File: config.mk
export PLATFORM = sky130hd
export DESIGN_NAME = jtag_chain_ir
export DESIGN_NICKNAME = d
export VERILOG_FILES = /design/src/rtl/jir_pkg.sv /design/src/rtl/jir_shift_seg.sv /design/src/rtl/jir_shadow_reg.sv /design/src/rtl/jir_cpu_decode.sv /design/src/rtl/jtag_chain_ir.sv
export SDC_FILE = /design/constraint.sdc
export NUM_CORES = 1
export LEC_CHECK = 0
export ABC_CLOCK_PERIOD_IN_PS = 4000
export CORE_MARGIN = 2
export CORE_UTILIZATION = 40
export DETAILED_ROUTE_END_ITERATION = 10
export DONT_BUFFER_PORTS = 1
export GPL_ROUTABILITY_DRIVEN = 0
export PLACE_DENSITY = 0.51
export SLEW_MARGIN = 20
export SYNTH_ARGS = -nofsm -noshare
export SYNTH_HDL_FRONTEND = slang
export SYNTH_HIERARCHICAL = 1
export SYNTH_SLANG_ARGS = --single-unit
File: constraint.sdc
create_clock -name tck_i -period 4 [get_ports tck_i]
set_input_delay 0.4 -clock tck_i [delete_from_list [all_inputs] [get_ports tck_i]]
set_output_delay 0.4 -clock tck_i [all_outputs]
set_load 0.02 [all_outputs]
File: src/rtl/jir_pkg.sv
package jir_pkg;
   localparam int CPU_W = 4;
   localparam int N_DBG = 8;
   localparam int SEL_W = N_DBG + 1;
   localparam logic [CPU_W-1:0] OP_BYPASS = 4'b1111;
   // debug function k+1 is selected by DBG_OP[k]
   localparam logic [CPU_W-1:0] DBG_OP [N_DBG] = '{
      4'b0101, 4'b0111, 4'b1001, 4'b1010,
      4'b1011, 4'b1100, 4'b1101, 4'b1110
   };
endpackage

File: src/rtl/jir_shift_seg.sv
module jir_shift_seg #(
   parameter int W = 4,
   parameter logic [W-1:0] CAP = 1
) (
   input  logic         tck_i,
   input  logic         tlr_i,
   input  logic         en_i,
   input  logic         cap_i,
   input  logic         shift_i,
   input  logic         si_i,
   output logic         so_o,
   output logic [W-1:0] data_o
);
   logic [W-1:0] sr;

   always_ff @(posedge tck_i) begin
      if (tlr_i)                sr <= CAP;
      else if (en_i && cap_i)   sr <= CAP;
      else if (en_i && shift_i) sr <= {si_i, sr[W-1:1]};
   end

   assign so_o   = sr[0];
   assign data_o = sr;

   a_r2_capture: assert property (@(posedge tck_i) disable iff (tlr_i)
      (en_i && cap_i) |=> (data_o == CAP));
   a_r1_shift: assert property (@(posedge tck_i) disable iff (tlr_i)
      (en_i && shift_i && !cap_i) |=>
         (data_o[W-1] == $past(si_i)) && (data_o[W-2:0] == $past(data_o[W-1:1])));
endmodule

File: src/rtl/jir_shadow_reg.sv
module jir_shadow_reg #(
   parameter int W = 4,
   parameter logic [W-1:0] RST = '1
) (
   input  logic         tck_i,
   input  logic         tlr_i,
   input  logic         load_i,
   input  logic [W-1:0] d_i,
   output logic [W-1:0] q_o
);
   always_ff @(posedge tck_i) begin
      if (tlr_i)       q_o <= RST;
      else if (load_i) q_o <= d_i;
   end

   a_r5_reset_value: assert property (@(posedge tck_i)
      tlr_i |=> (q_o == RST));
   a_r4_hold: assert property (@(posedge tck_i) disable iff (tlr_i)
      !load_i |=> $stable(q_o));
   a_r3_load: assert property (@(posedge tck_i) disable iff (tlr_i)
      load_i |=> (q_o == $past(d_i)));
endmodule

File: src/rtl/jir_cpu_decode.sv
module jir_cpu_decode
   import jir_pkg::*;
(
   input  logic [CPU_W-1:0] code_i,
   output logic [SEL_W-1:0] sel_o
);
   logic [N_DBG-1:0] hit;

   for (genvar k = 0; k < N_DBG; k++) begin : g_dbg
      assign hit[k] = (code_i == DBG_OP[k]);
   end

   // bit 0: bypass, which also absorbs every unassigned code
   assign sel_o = {hit, ~|hit};
endmodule

File: src/rtl/jtag_chain_ir.sv
module jtag_chain_ir
   import jir_pkg::*;
#(
   parameter int DEV_W = 6,
   parameter logic [DEV_W-1:0] SERIES_CODE = 6'b100000,
   parameter bit HAS_CPU = 1'b1
) (
   input  logic             tck_i,
   input  logic             tdi_i,
   input  logic             cap_ir_i,
   input  logic             shift_ir_i,
   input  logic             upd_ir_i,
   input  logic             tlr_i,
   output logic             tdo_o,
   output logic             tdo_oe_o,
   output logic [DEV_W-1:0] dev_ir_o,
   output logic [CPU_W-1:0] cpu_ir_o,
   output logic [SEL_W-1:0] cpu_sel_o,
   output logic             series_o
);
   localparam logic [DEV_W-1:0] DEV_CAP = DEV_W'(1);
   localparam logic [CPU_W-1:0] UP_CAP  = CPU_W'(1);
   localparam logic [DEV_W-1:0] DEV_RST = '1;

   if (DEV_W < 2) begin : g_chk_width
      $error("jtag_chain_ir: DEV_W must be at least 2");
   end
   if (SERIES_CODE == {DEV_W{1'b1}}) begin : g_chk_code
      $error("jtag_chain_ir: SERIES_CODE must differ from device bypass");
   end

   logic             up_so;
   logic             dev_so;
   logic [DEV_W-1:0] dev_data;
   logic             series_q;

   jir_shift_seg #(.W(DEV_W), .CAP(DEV_CAP)) i_dev_seg (
      .tck_i(tck_i), .tlr_i(tlr_i), .en_i(1'b1), .cap_i(cap_ir_i),
      .shift_i(shift_ir_i), .si_i(up_so), .so_o(dev_so), .data_o(dev_data));

   jir_shadow_reg #(.W(DEV_W), .RST(DEV_RST)) i_dev_shadow (
      .tck_i(tck_i), .tlr_i(tlr_i), .load_i(upd_ir_i),
      .d_i(dev_data), .q_o(dev_ir_o));

   if (HAS_CPU) begin : g_cpu
      logic             dum_so;
      logic [CPU_W-1:0] dum_unused;
      logic             cpu_so;
      logic [CPU_W-1:0] cpu_data;

      assign series_q = (dev_ir_o == SERIES_CODE);

      jir_shift_seg #(.W(CPU_W), .CAP(UP_CAP)) i_dummy_seg (
         .tck_i(tck_i), .tlr_i(tlr_i), .en_i(!series_q), .cap_i(cap_ir_i),
         .shift_i(shift_ir_i), .si_i(tdi_i), .so_o(dum_so), .data_o(dum_unused));

      jir_shift_seg #(.W(CPU_W), .CAP(UP_CAP)) i_cpu_seg (
         .tck_i(tck_i), .tlr_i(tlr_i), .en_i(series_q), .cap_i(cap_ir_i),
         .shift_i(shift_ir_i), .si_i(tdi_i), .so_o(cpu_so), .data_o(cpu_data));

      jir_shadow_reg #(.W(CPU_W), .RST(OP_BYPASS)) i_cpu_shadow (
         .tck_i(tck_i), .tlr_i(tlr_i), .load_i(upd_ir_i && series_q),
         .d_i(cpu_data), .q_o(cpu_ir_o));

      jir_cpu_decode i_decode (.code_i(cpu_ir_o), .sel_o(cpu_sel_o));

      assign up_so = series_q ? cpu_so : dum_so;

      a_r9_onehot: assert property (@(posedge tck_i) disable iff (tlr_i)
         $countones(cpu_sel_o) == 1);
      a_r7_placeholder: assert property (@(posedge tck_i) disable iff (tlr_i)
         (upd_ir_i && !series_o) |=> $stable(cpu_ir_o));
   end else begin : g_no_cpu
      logic             dum_so;
      logic [CPU_W-1:0] dum_unused;

      assign series_q = 1'b0;

      jir_shift_seg #(.W(CPU_W), .CAP(UP_CAP)) i_dummy_seg (
         .tck_i(tck_i), .tlr_i(tlr_i), .en_i(1'b1), .cap_i(cap_ir_i),
         .shift_i(shift_ir_i), .si_i(tdi_i), .so_o(dum_so), .data_o(dum_unused));

      assign up_so     = dum_so;
      assign cpu_ir_o  = OP_BYPASS;
      assign cpu_sel_o = SEL_W'(1);
   end

   assign series_o = series_q;

   always_ff @(negedge tck_i) begin
      tdo_o    <= dev_so;
      tdo_oe_o <= shift_ir_i && !tlr_i;
   end
endmodule

## After elaboration in Yosys (flattened, before gate mapping)

Cells that the tools add are included.

- Reduce and logical (&&, ||, !) cells: 13
- Multiplexer cells: 1
- Eq/ne operators: 9

Operators with widths:

| kind | count |
|---|---|
| 4-bit equality test (second input constant) | 6 |
| 4-bit by 3-bit equality test with 1-bit output (second input constant) | 2 |
| 8-bit OR reduction | 1 |
| 6-bit equality test (second input constant) | 1 |
| 1-bit logical AND | 6 |
| 2-bit OR reduction | 3 |
| 1-bit zero test | 3 |
| 1-bit 2-to-1 mux | 1 |

- Register bits: 26
- Input bits: 6
- Output and inout bits: 22
- Word-level logic and storage cells: 30

## Logic depth before layout (Yosys ltp)

- Depth after elaboration: 4
- Depth in mapped cells: 5
- Mapped depth without buffers: 5

## Cells and area by module

Netlist, hierarchy kept.

By module, submodules not included:

| module | cells each | area an instance (sq um) | instances | sequential area each (sq um) |
|---|---|---|---|---|
| jir_shift_seg (g_cpu.i_cpu_seg ...) | 16 | 162.7 | 2 | 80.1 |
| jir_shadow_reg (i_dev_shadow) | 19 | 232.7 | 1 | 120.1 |
| jir_shift_seg (i_dev_seg) | 22 | 227.7 | 1 | 120.1 |
| jir_shadow_reg (g_cpu.i_cpu_shadow) | 12 | 140.1 | 1 | 80.1 |
| jtag_chain_ir | 10 | 106.4 | 1 | 40.0 |
| jir_cpu_decode | 17 | 100.1 | 1 | 0.0 |

==> impl_metrics.csv <==
group,metric,value,unit
clock_network,htree_levels,1,
logic_synthesis,avgSynthCellArea,10.1,sq um
clock_network,cts_tree,"yes",
floorplanning,die_x,57.0,um
detailed_routing,vias_per_cell,5.46,
global_route,grt.overflow.total,0,
detailed_routing,routed_wire_length_per_instance,13.8,um
hold_path,worstHoldPathType,"in -> reg",
layout,n_fill_cell,290,
floorplanning,pin_count,28,
layout,insertedDiodeCount,0,
global_route,grt_first_pass_wirelength,3290,um
detailed_routing,dr.pass1.iters,4,
logic_synthesis,postSynthCellCount,111,
power,power_leakage,0.439,nW
global_route,grt_pass1_vias,731,
detailed_routing,detail_route.wirelength,2000,um
setup_path,timing.critical_path.arrival,2.80,ns
setup_path,r2r_cells,0,
detailed_routing,drt_drc_violations_left,0,
timing,final-setup-viol-count,0,
global_route,grt_max_degree,32,
floorplanning,floorplan.die_area,0.00325,sq mm
floorplanning,placement_rows,19,
clock_network,cts.path.max_buffers,2,
clock_network,insertion_delay,0.37,ns
logic_synthesis,ys.warnings.count,6,
setup_path,critPathRequiredTime,3.60,ns
clock_network,cts_setup_buffers,0,
run_status,result_of_the_run,"finished, final reports clean",
power,power-per-cell-area,355,mW/mm^2
job,max-cap-violations,0,
timing,finalHoldViolations,0,
power,totalPowerFinal,0.416,mW
clock_network,clk_root_buffer_cell,"clkbuf_4",
placement,place.port_buffers,0,
detailed_routing,route.vias.total,792,
floorplanning,initial_utilization,0.415,
global_route,grt_antenna_before_repair,0,
setup_path,worstReg2RegStart,"i_dev_seg/data_o[0]$_SDFFE_PP1P_",
detailed_routing,drtAntennaViolNets,0,
timing,grt_setup_unrepaired,"false",
layout,utilization,0.433,
setup_path,cp-start-kind,"flip-flop",
timing,final.setup.worst_slack,0.802,ns
timing,fin_worst_skew,0.0556,ns
logic_synthesis,syn_area,0.00112,sq mm
setup_path,timing.critical_path.fanout_max,1,
floorplanning,die_height,57.0,um
placement,post_placement_setup_slack,1.18,ns
timing,setup_total_negative_slack,0,ns
layout,drive_above_1_share,0.149,
hold_path,timing.hold.worst_path_depth,1,
clock_network,path_clk_slew,0.14,ns
setup_path,timing.setup.critical_path_class,"reg -> out",
detailed_routing,drtIter0Drc,23,
clock_network,post_cts_sizing_count,0,
setup_path,critical_path.endpoint_type,"primary output",
clock_network,clock-sinks,26,
setup_path,worst_setup_path_start,"tdo_o$_DFF_N_",
placement,detailed_place_hpwl,1430,um
hold_path,timing.hold.worst.start,"tlr_i",
setup_path,cp.depth,0,
power,ir_drop,0.171,mV
clock_network,tritoncts_buffer_count,3,
layout,area.growth.synth_to_final,4.23,%
floorplanning,core_area,0.00271,sq mm
global_route,grt_use_total,0.129,
clock_network,post_cts_hold_buffer_count,0,
timing,timing.final.max_slew_violations,0,
layout,layout.nets,121,
[flip-flops by register name (all words and copies together), names as in the netlist]
register,count
i_dev_seg/data_o,6
tdo_oe_o,1
g_cpu.i_cpu_seg/data_o,4
i_dev_shadow/q_o,6
tdo_o,1
g_cpu.i_dummy_seg/data_o,4
g_cpu.i_cpu_shadow/q_o,4
[power by group]
part           internal [mW]  switching [mW]  total, mW
Combinational         0.0126         0.00721     0.0199
Clock                 0.0393          0.0782      0.118
Sequential             0.266          0.0119      0.278
Total                  0.318          0.0973      0.416
[layout make-up]
cell class / count / area, sq um / share of cell area
clock buffers: 3 / 22.5 / 0.0192
clock inverters: 3 / 12.5 / 0.0107
inverters: 7 / 26.3 / 0.0224
multi-input cells: 75 / 552 / 0.471
flip-flops and latches: 26 / 520 / 0.444
well taps: 31 / 38.8 / 0.0331
[worst paths after layout]
kind,end,slack [ns]
min,i_dev_shadow/q_o[0]$_SDFFE_PP1P_,0.17
max,tdo_o,0.80
max reg2reg,tdo_o$_DFF_N_,1.59
min reg2reg,g_cpu.i_dummy_seg/data_o[1]$_SDFFE_PP0P_,0.49
[layout by cell type (no fill, tap or decap), types with 2 or more instances in the layout]
cell type  instances
a211o_1           10
clkbuf_4           3
conb_1             2
dfxtp_1           26
inv_1              9
nand2_1            2
nand2b_1          11
nand3b_1           3
nor2_1             7
nor2b_1            6
nor2b_2            4
o21a_1             4
o22ai_1            5
o32a_1             3
o32ai_1            6
or2_2              3
[metrics by stage]
step / cell area (sq um) / std cells / hold WS [ns]
2_1_floorplan: 1130 / 112 / 0.437
6_report: 1170 / 145 / 0.172
4_1_cts: 1170 / 145 / 0.156
3_5_place_dp: 1140 / 140 / 0.466
5_1_grt: 1170 / 145 / 0.140
3_3_place_gp: 1140 / 140 / 0.464
[routing by layer]
layer / global-route usage / share of wire / wire, um
met5: 0 / 0 / 0
met4: 0.0598 / 0 / 0
met3: 0.0272 / 0.040 / 79
met2: 0.217 / 0.50 / 1000
met1: 0.158 / 0.46 / 917
(Power assumes the default switching activity.)
